$ cat src/rtl/fg_pkg.sv
package fg_pkg;
  parameter int FG_DIV_W = 4;

  typedef struct packed {
    logic [FG_DIV_W-1:0] div;
    logic                slow;
  } fg_rate_t;
endpackage

$ cat src/rtl/fg_prescale.sv
module fg_prescale #(
  parameter int PRESCALE = 100
) (
  input  logic clk,
  input  logic rst_n,
  output logic tick
);
  generate
    if (PRESCALE <= 1) begin : g_bypass
      assign tick = 1'b1;
    end else begin : g_count
      localparam int CW = $clog2(PRESCALE);
      localparam logic [CW-1:0] LAST = CW'(PRESCALE - 1);
      logic [CW-1:0] cnt;

      always_ff @(posedge clk) begin
        if (!rst_n)           cnt <= '0;
        else if (cnt == LAST) cnt <= '0;
        else                  cnt <= cnt + 1'b1;
      end

      assign tick = (cnt == LAST);

      // two slow ticks never fall on adjacent cycles
      p_tick_spacing_r5: assert property (@(posedge clk) disable iff (!rst_n)
        tick |=> !tick);
    end
  endgenerate
endmodule

$ cat src/rtl/fg_divider.sv
module fg_divider
  import fg_pkg::*;
(
  input  logic     clk,
  input  logic     rst_n,
  input  logic     slow_tick,
  input  fg_rate_t shadow,
  output logic     q
);
  localparam int CW = FG_DIV_W;

  fg_rate_t      act;
  logic [CW-1:0] cnt;
  logic [CW-1:0] cnt_nxt;
  logic [CW:0]   hi_len;
  logic          tb;
  logic          term;

  assign tb      = act.slow ? slow_tick : 1'b1;
  assign term    = tb && (cnt == act.div);
  assign cnt_nxt = term ? '0 : cnt + 1'b1;
  assign hi_len  = ({1'b0, act.div} + (CW+1)'(2)) >> 1;

  always_ff @(posedge clk) begin
    if (!rst_n) begin
      act <= '0;
      cnt <= '0;
      q   <= 1'b0;
    end else begin
      if (tb) begin
        cnt <= cnt_nxt;
        if (term) act <= shadow;
      end
      if (act.div == '0)
        q <= tb;
      else if (tb)
        q <= ({1'b0, cnt_nxt} < hi_len);
    end
  end

  // the phase counter never passes the active divisor
  p_cnt_range_r2: assert property (@(posedge clk) disable iff (!rst_n)
    cnt <= act.div);
  // the active rate changes only at a terminal count
  p_hold_rate_r7: assert property (@(posedge clk) disable iff (!rst_n)
    !term |=> $stable(act));
  // between ticks the divided output holds
  p_q_steady_r3: assert property (@(posedge clk) disable iff (!rst_n)
    (!tb && act.div != '0) |=> $stable(q));
endmodule

$ cat src/rtl/fg_drive.sv
module fg_drive (
  input  logic clk,
  input  logic rst_n,
  input  logic cfg_we,
  input  logic cfg_pol,
  input  logic cfg_oe,
  input  logic q,
  output logic pin_out,
  output logic pin_oe
);
  logic pol_r;
  logic oe_r;

  always_ff @(posedge clk) begin
    if (!rst_n) begin
      pol_r <= 1'b0;
      oe_r  <= 1'b0;
    end else if (cfg_we) begin
      pol_r <= cfg_pol;
      oe_r  <= cfg_oe;
    end
  end

  assign pin_oe  = oe_r;
  assign pin_out = oe_r & (q ^ pol_r);

  // the enable follows the written bit one cycle later
  p_oe_follow_r8: assert property (@(posedge clk) disable iff (!rst_n)
    cfg_we |=> (pin_oe == $past(cfg_oe)));
  // without a write, a disabled pad stays disabled
  p_stay_off_r1: assert property (@(posedge clk) disable iff (!rst_n)
    (!cfg_we && !pin_oe) |=> !pin_oe);
endmodule

$ cat src/rtl/freqgen_out.sv
module freqgen_out
  import fg_pkg::*;
#(
  parameter int PRESCALE = 100
) (
  input  logic                clk,
  input  logic                rst_n,
  input  logic                cfg_we,
  input  logic [FG_DIV_W-1:0] cfg_div,
  input  logic                cfg_slow,
  input  logic                cfg_pol,
  input  logic                cfg_oe,
  output logic                pin_out,
  output logic                pin_oe
);
  fg_rate_t shadow;
  logic     slow_tick;
  logic     q;

  always_ff @(posedge clk) begin
    if (!rst_n)      shadow <= '0;
    else if (cfg_we) shadow <= '{div: cfg_div, slow: cfg_slow};
  end

  fg_prescale #(.PRESCALE(PRESCALE)) u_pre (
    .clk   (clk),
    .rst_n (rst_n),
    .tick  (slow_tick)
  );

  fg_divider u_div (
    .clk       (clk),
    .rst_n     (rst_n),
    .slow_tick (slow_tick),
    .shadow    (shadow),
    .q         (q)
  );

  fg_drive u_drv (
    .clk     (clk),
    .rst_n   (rst_n),
    .cfg_we  (cfg_we),
    .cfg_pol (cfg_pol),
    .cfg_oe  (cfg_oe),
    .q       (q),
    .pin_out (pin_out),
    .pin_oe  (pin_oe)
  );
endmodule

$ cat config.mk
export PLATFORM = sky130hd
export DESIGN_NAME = freqgen_out
export DESIGN_NICKNAME = d
export VERILOG_FILES = /design/src/rtl/fg_pkg.sv /design/src/rtl/fg_prescale.sv /design/src/rtl/fg_divider.sv /design/src/rtl/fg_drive.sv /design/src/rtl/freqgen_out.sv
export SDC_FILE = /design/constraint.sdc
export NUM_CORES = 1
export LEC_CHECK = 0
export BUFFER_PORTS_ARGS = -buffer_cell sky130_fd_sc_hd__buf_2
export CELL_PAD_IN_SITES_DETAIL_PLACEMENT = 1
export CELL_PAD_IN_SITES_GLOBAL_PLACEMENT = 1
export CORE_MARGIN = 5
export CORE_UTILIZATION = 44
export DETAILED_ROUTE_END_ITERATION = 8
export HOLD_SLACK_MARGIN = 0.05
export PLACE_DENSITY = 0.81
export SETUP_SLACK_MARGIN = 0.5
export SLEW_MARGIN = 20
export SYNTH_ARGS = -nofsm -noshare
export SYNTH_HDL_FRONTEND = slang
export SYNTH_HIERARCHICAL = 1
export SYNTH_SLANG_ARGS = --single-unit
$ cat constraint.sdc
create_clock -name clk -period 2.8 [get_ports clk]
set_input_delay 0.28 -clock clk [delete_from_list [all_inputs] [get_ports clk]]
set_output_delay 0.28 -clock clk [all_outputs]
set_load 0.005 [all_outputs]
==> results.tsv <==
stage	metric	value	unit
pwr	Lkg Pwr	0.611	nW
worst_setup_path	Max stage delay cell, worst path	dfxtp_4	
worst_setup_path	Setup CP Type	reg2reg	
synth	Yosys Warn Count	6	
worst_setup_path	worst path bufs/invs	0	
routing	via/cell ratio	5.24	
worst_setup_path	crit path cell chain	nand4bb_4, nor2_2, and2b_4, nor2_4, and4_4, nor2_1, ha_1, and2_4, a2111oi_4, a22oi_1, o21ai_1	
routing	DR iter-0 viols	21	
synth	syn avg cell area	9.37	um^2
sta	Hold Violations, Final	0	
floorplan	Starting Density	0.456	
sta	Fin Setup TNS	0	ns
routing	Final ANT Viol Nets	0	
floorplan	Die Width	63.4	um
synth	Mapped Cells	134	
floorplan	die height	63.4	um
outcome	status	complete, no violations	
routing	DRC errors left	0	
place	Area after DPL	0.00134	mm^2
synth	mapped cell area	0.00126	mm^2
floorplan	Top-Level Pins	12	
layout	Final Util	0.539	
pwr	Reg power frac	0.414	
sta	fin crit share	0.809	
pwr	internal power	692	uW
layout	Reg area	494	um^2
sta	fmax	441	MHz
global_routing	first-pass GRT wire length	5020	um
layout	Layout area overhead	18.4	%
pwr	Max rail drop VDD	0.424	mV
global_routing	vias in the first global route	1066	
worst_setup_path	worst-path maximum fanout	3	
place	post-detail-place hpwl	1970	um
sta	pins over their slew limit	0	
place	placed cell count	171	
sta	minimum clock period	2.27	ns
clock_network	CTS Hold Buffers Added	0	
synth	post-synthesis sequential area ratio	0.382	
synth	top cells by area, synth	dfxtp_1 (38%), mux2i_1 (10%), ha_1 (7.0%)	
floorplan	core area	0.00276	mm^2
sta	actual slew at the worst max-slew pin	0.468	ns
floorplan	die area	0.00402	mm^2
worst_setup_path	slowest cell delay on critical path	0.38	ns
routing	WL/cell	15.0	um
global_routing	pin count of the biggest net entering global routing	25	
global_routing	GRT Overall Usage	0.153	
pwr	Power Dens Cells	697	mW/mm^2
synth	flops & latches, synth	24	
global_routing	antenna violations before repair	0	
clock_network	htree depth	1	
global_routing	GR Overflow Total	0	
layout	Fill cells	320	
synth	net count after synthesis	151	
worst_setup_path	crit path launch type	flip-flop	
layout	n_diodes	0	
routing	via count	964	
worst_setup_path	crit path capture type	flip-flop	
layout	nets	171	
clock_network	worst skew pair latency	0.31	ns
clock_network	Num CTS Buffers	3	
worst_setup_path	Critical Path RT	3.05	ns
worst_setup_path	Critical Path AT	2.52	ns
sta	final setup fails	0	
routing	routed wire length	2770	um
place	gpl congestion	0.793	
sta	headroom to the max-slew limit	0.684	
synth	cell accounting for the most synthesized area	dfxtp_1	
synth	Synth top area share	0.382	
flow_run	# Max-Cap Violations	0	
layout	footprint of the multi-input gates	781	um^2
layout	Final Non-Filler Cells	184	
clock_network	CTS Sinks	24	
clock_network	CTS tree	built	
clock_network	CTS Buffer Depth	2	
pwr	Comb power frac	0.408	
layout	layout cells sized above 1	0.275	
pwr	Clock Power Share	0.178	
synth	Cell variety after synth	31	
worst_setup_path	CP delay by family, top	simple AND/OR/NAND/NOR gates	
clock_network	CTS clk-pin slew, worst paths	0.14	ns
pwr	Psw	345	uW
pwr	Switching Share	0.332	
sta	Clock Skew	0.00631	ns
place	I/O Buffers	11	
worst_hold_path	min-delay worst type	in2reg	
layout	final instance area	0.00149	mm^2
clock_network	CTS root buf	clkbuf_4	
routing	First-pass DRT Iterations	4	
sta	RSZ-0062 raised after global routing	yes	
floorplan	Rows	19	
==> routing by layer <==
layer	vias to the layer above	wire, um	track usage
li1	498	-	-
met1	459	1310	0.193
met2	5	1380	0.263
met3	2	55	0.0284
met4	0	19	0.0468
met5	-	0	0
==> cell usage after synthesis <==
library cell,instances
dfxtp_1,24
nand2_1,14
mux2i_1,13
nor2_1,9
nand3_1,8
nor2b_1,8
ha_1,7
xnor2_1,6
xor2_1,6
inv_1,4
a21oi_1,3
buf_6,3
nand2b_1,3
o21ai_0,3
o21ai_1,3
and2_1,2
clkbuf_1,2
nor3_1,2
or3_1,2
a2111oi_2,1
a22oi_1,1
a31oi_1,1
and2b_4,1
and4_4,1
nand3_2,1
nand4bb_1,1
nor3_2,1
o21ai_2,1
o41ai_2,1
or2b_1,1
or4_1,1
==> final timing paths <==
check / slack, ns / cells after the start / end / startpoint
setup / recovery: 0.53 / 11 / u_div/q / u_pre/g_count.cnt[4]
hold / removal: 0.22 / 3 / shadow[3] / cfg_div[2]
setup reg to reg: 0.53 / 11 / u_div/q / u_pre/g_count.cnt[4]
hold reg to reg: 0.48 / 2 / u_div/act[1] / shadow[1]
==> layout make-up <==
class / count / share of cell area
Multi-Input combinational cell: 101 / 0.525
Inverter: 4 / 0.0101
Timing Repair Buffer: 20 / 0.0824
Clock buffer: 4 / 0.0244
Tap cell: 31 / 0.0261
Sequential cell: 24 / 0.332
==> state kept, by name, indices dropped and copies added, names as in the netlist <==
signal             cells
shadow                 5
u_div/act              5
u_div/cnt              4
u_div/q                1
u_drv/pin_oe           1
u_drv/pol_r            1
u_pre/g_count.cnt      7
==> metrics by stage <==
stage / power [mW] / worst slack (ns) / hold WS (ns)
3_3_place_gp: 0.727 / 0.418 / 0.443
2_1_floorplan: 0.701 / 0.505 / 0.408
5_1_grt: 1.11 / 0.355 / 0.222
4_1_cts: 1.01 / 0.502 / 0.224
3_5_place_dp: 0.736 / 0.274 / 0.451
6_report: 1.04 / 0.534 / 0.224
==> power by group through the flow <==
stage          combinational [mW]  clock [mW]  sequential (mW)
3_3_place_gp                0.291           0            0.437
2_1_floorplan               0.279           0            0.422
4_1_cts                     0.397       0.187            0.429
5_1_grt                     0.464       0.215            0.436
3_5_place_dp                0.298           0            0.438
6_report                    0.423       0.184            0.429
==> kinds of logic (layout without fill, tap and decap cells) <==
logic type      Yosys count  in the layout  synth area share
simple gates             55             55             0.237
flops                    24             24             0.382
compound gates           14             14            0.0787
mux                      13             13             0.104
xor+xnor                 12             12            0.0837
buf+inv                   9             28            0.0448
fa+ha+maj                 7              7            0.0697
==> cells in the final DEF, fill, tap and decap left out, drive strengths merged, types with 2 or more instances in the layout <==
master / synthesis / final
and2: 2 / 2
clkbuf: 2 / 4
nand2b: 3 / 3
xor2: 6 / 6
nor3: 3 / 3
dfxtp: 24 / 24
xnor2: 6 / 6
ha: 7 / 7
buf: 3 / 20
nand3: 9 / 9
inv: 4 / 4
o21ai: 7 / 7
a21oi: 3 / 3
nor2: 9 / 9
nor2b: 8 / 8
mux2i: 13 / 13
or3: 2 / 2
nand2: 14 / 14
==> tightest hold or removal path, stage by stage <==
cell	delay, ns
buf_2	0.07
mux2i_1	0.06
nor2b_1	0.09
==> repair_timing <==
| action | 4_1_cts | 5_1_grt |
|---|---|---|
| gates resized for setup | 5 | 5 |
| setup buffers | 7 | 2 |
| pin swaps | 2 | 2 |
| endpoints found under the setup margin | 1 | 1 |
No activity file was read; power rests on OpenSTA's default activity.
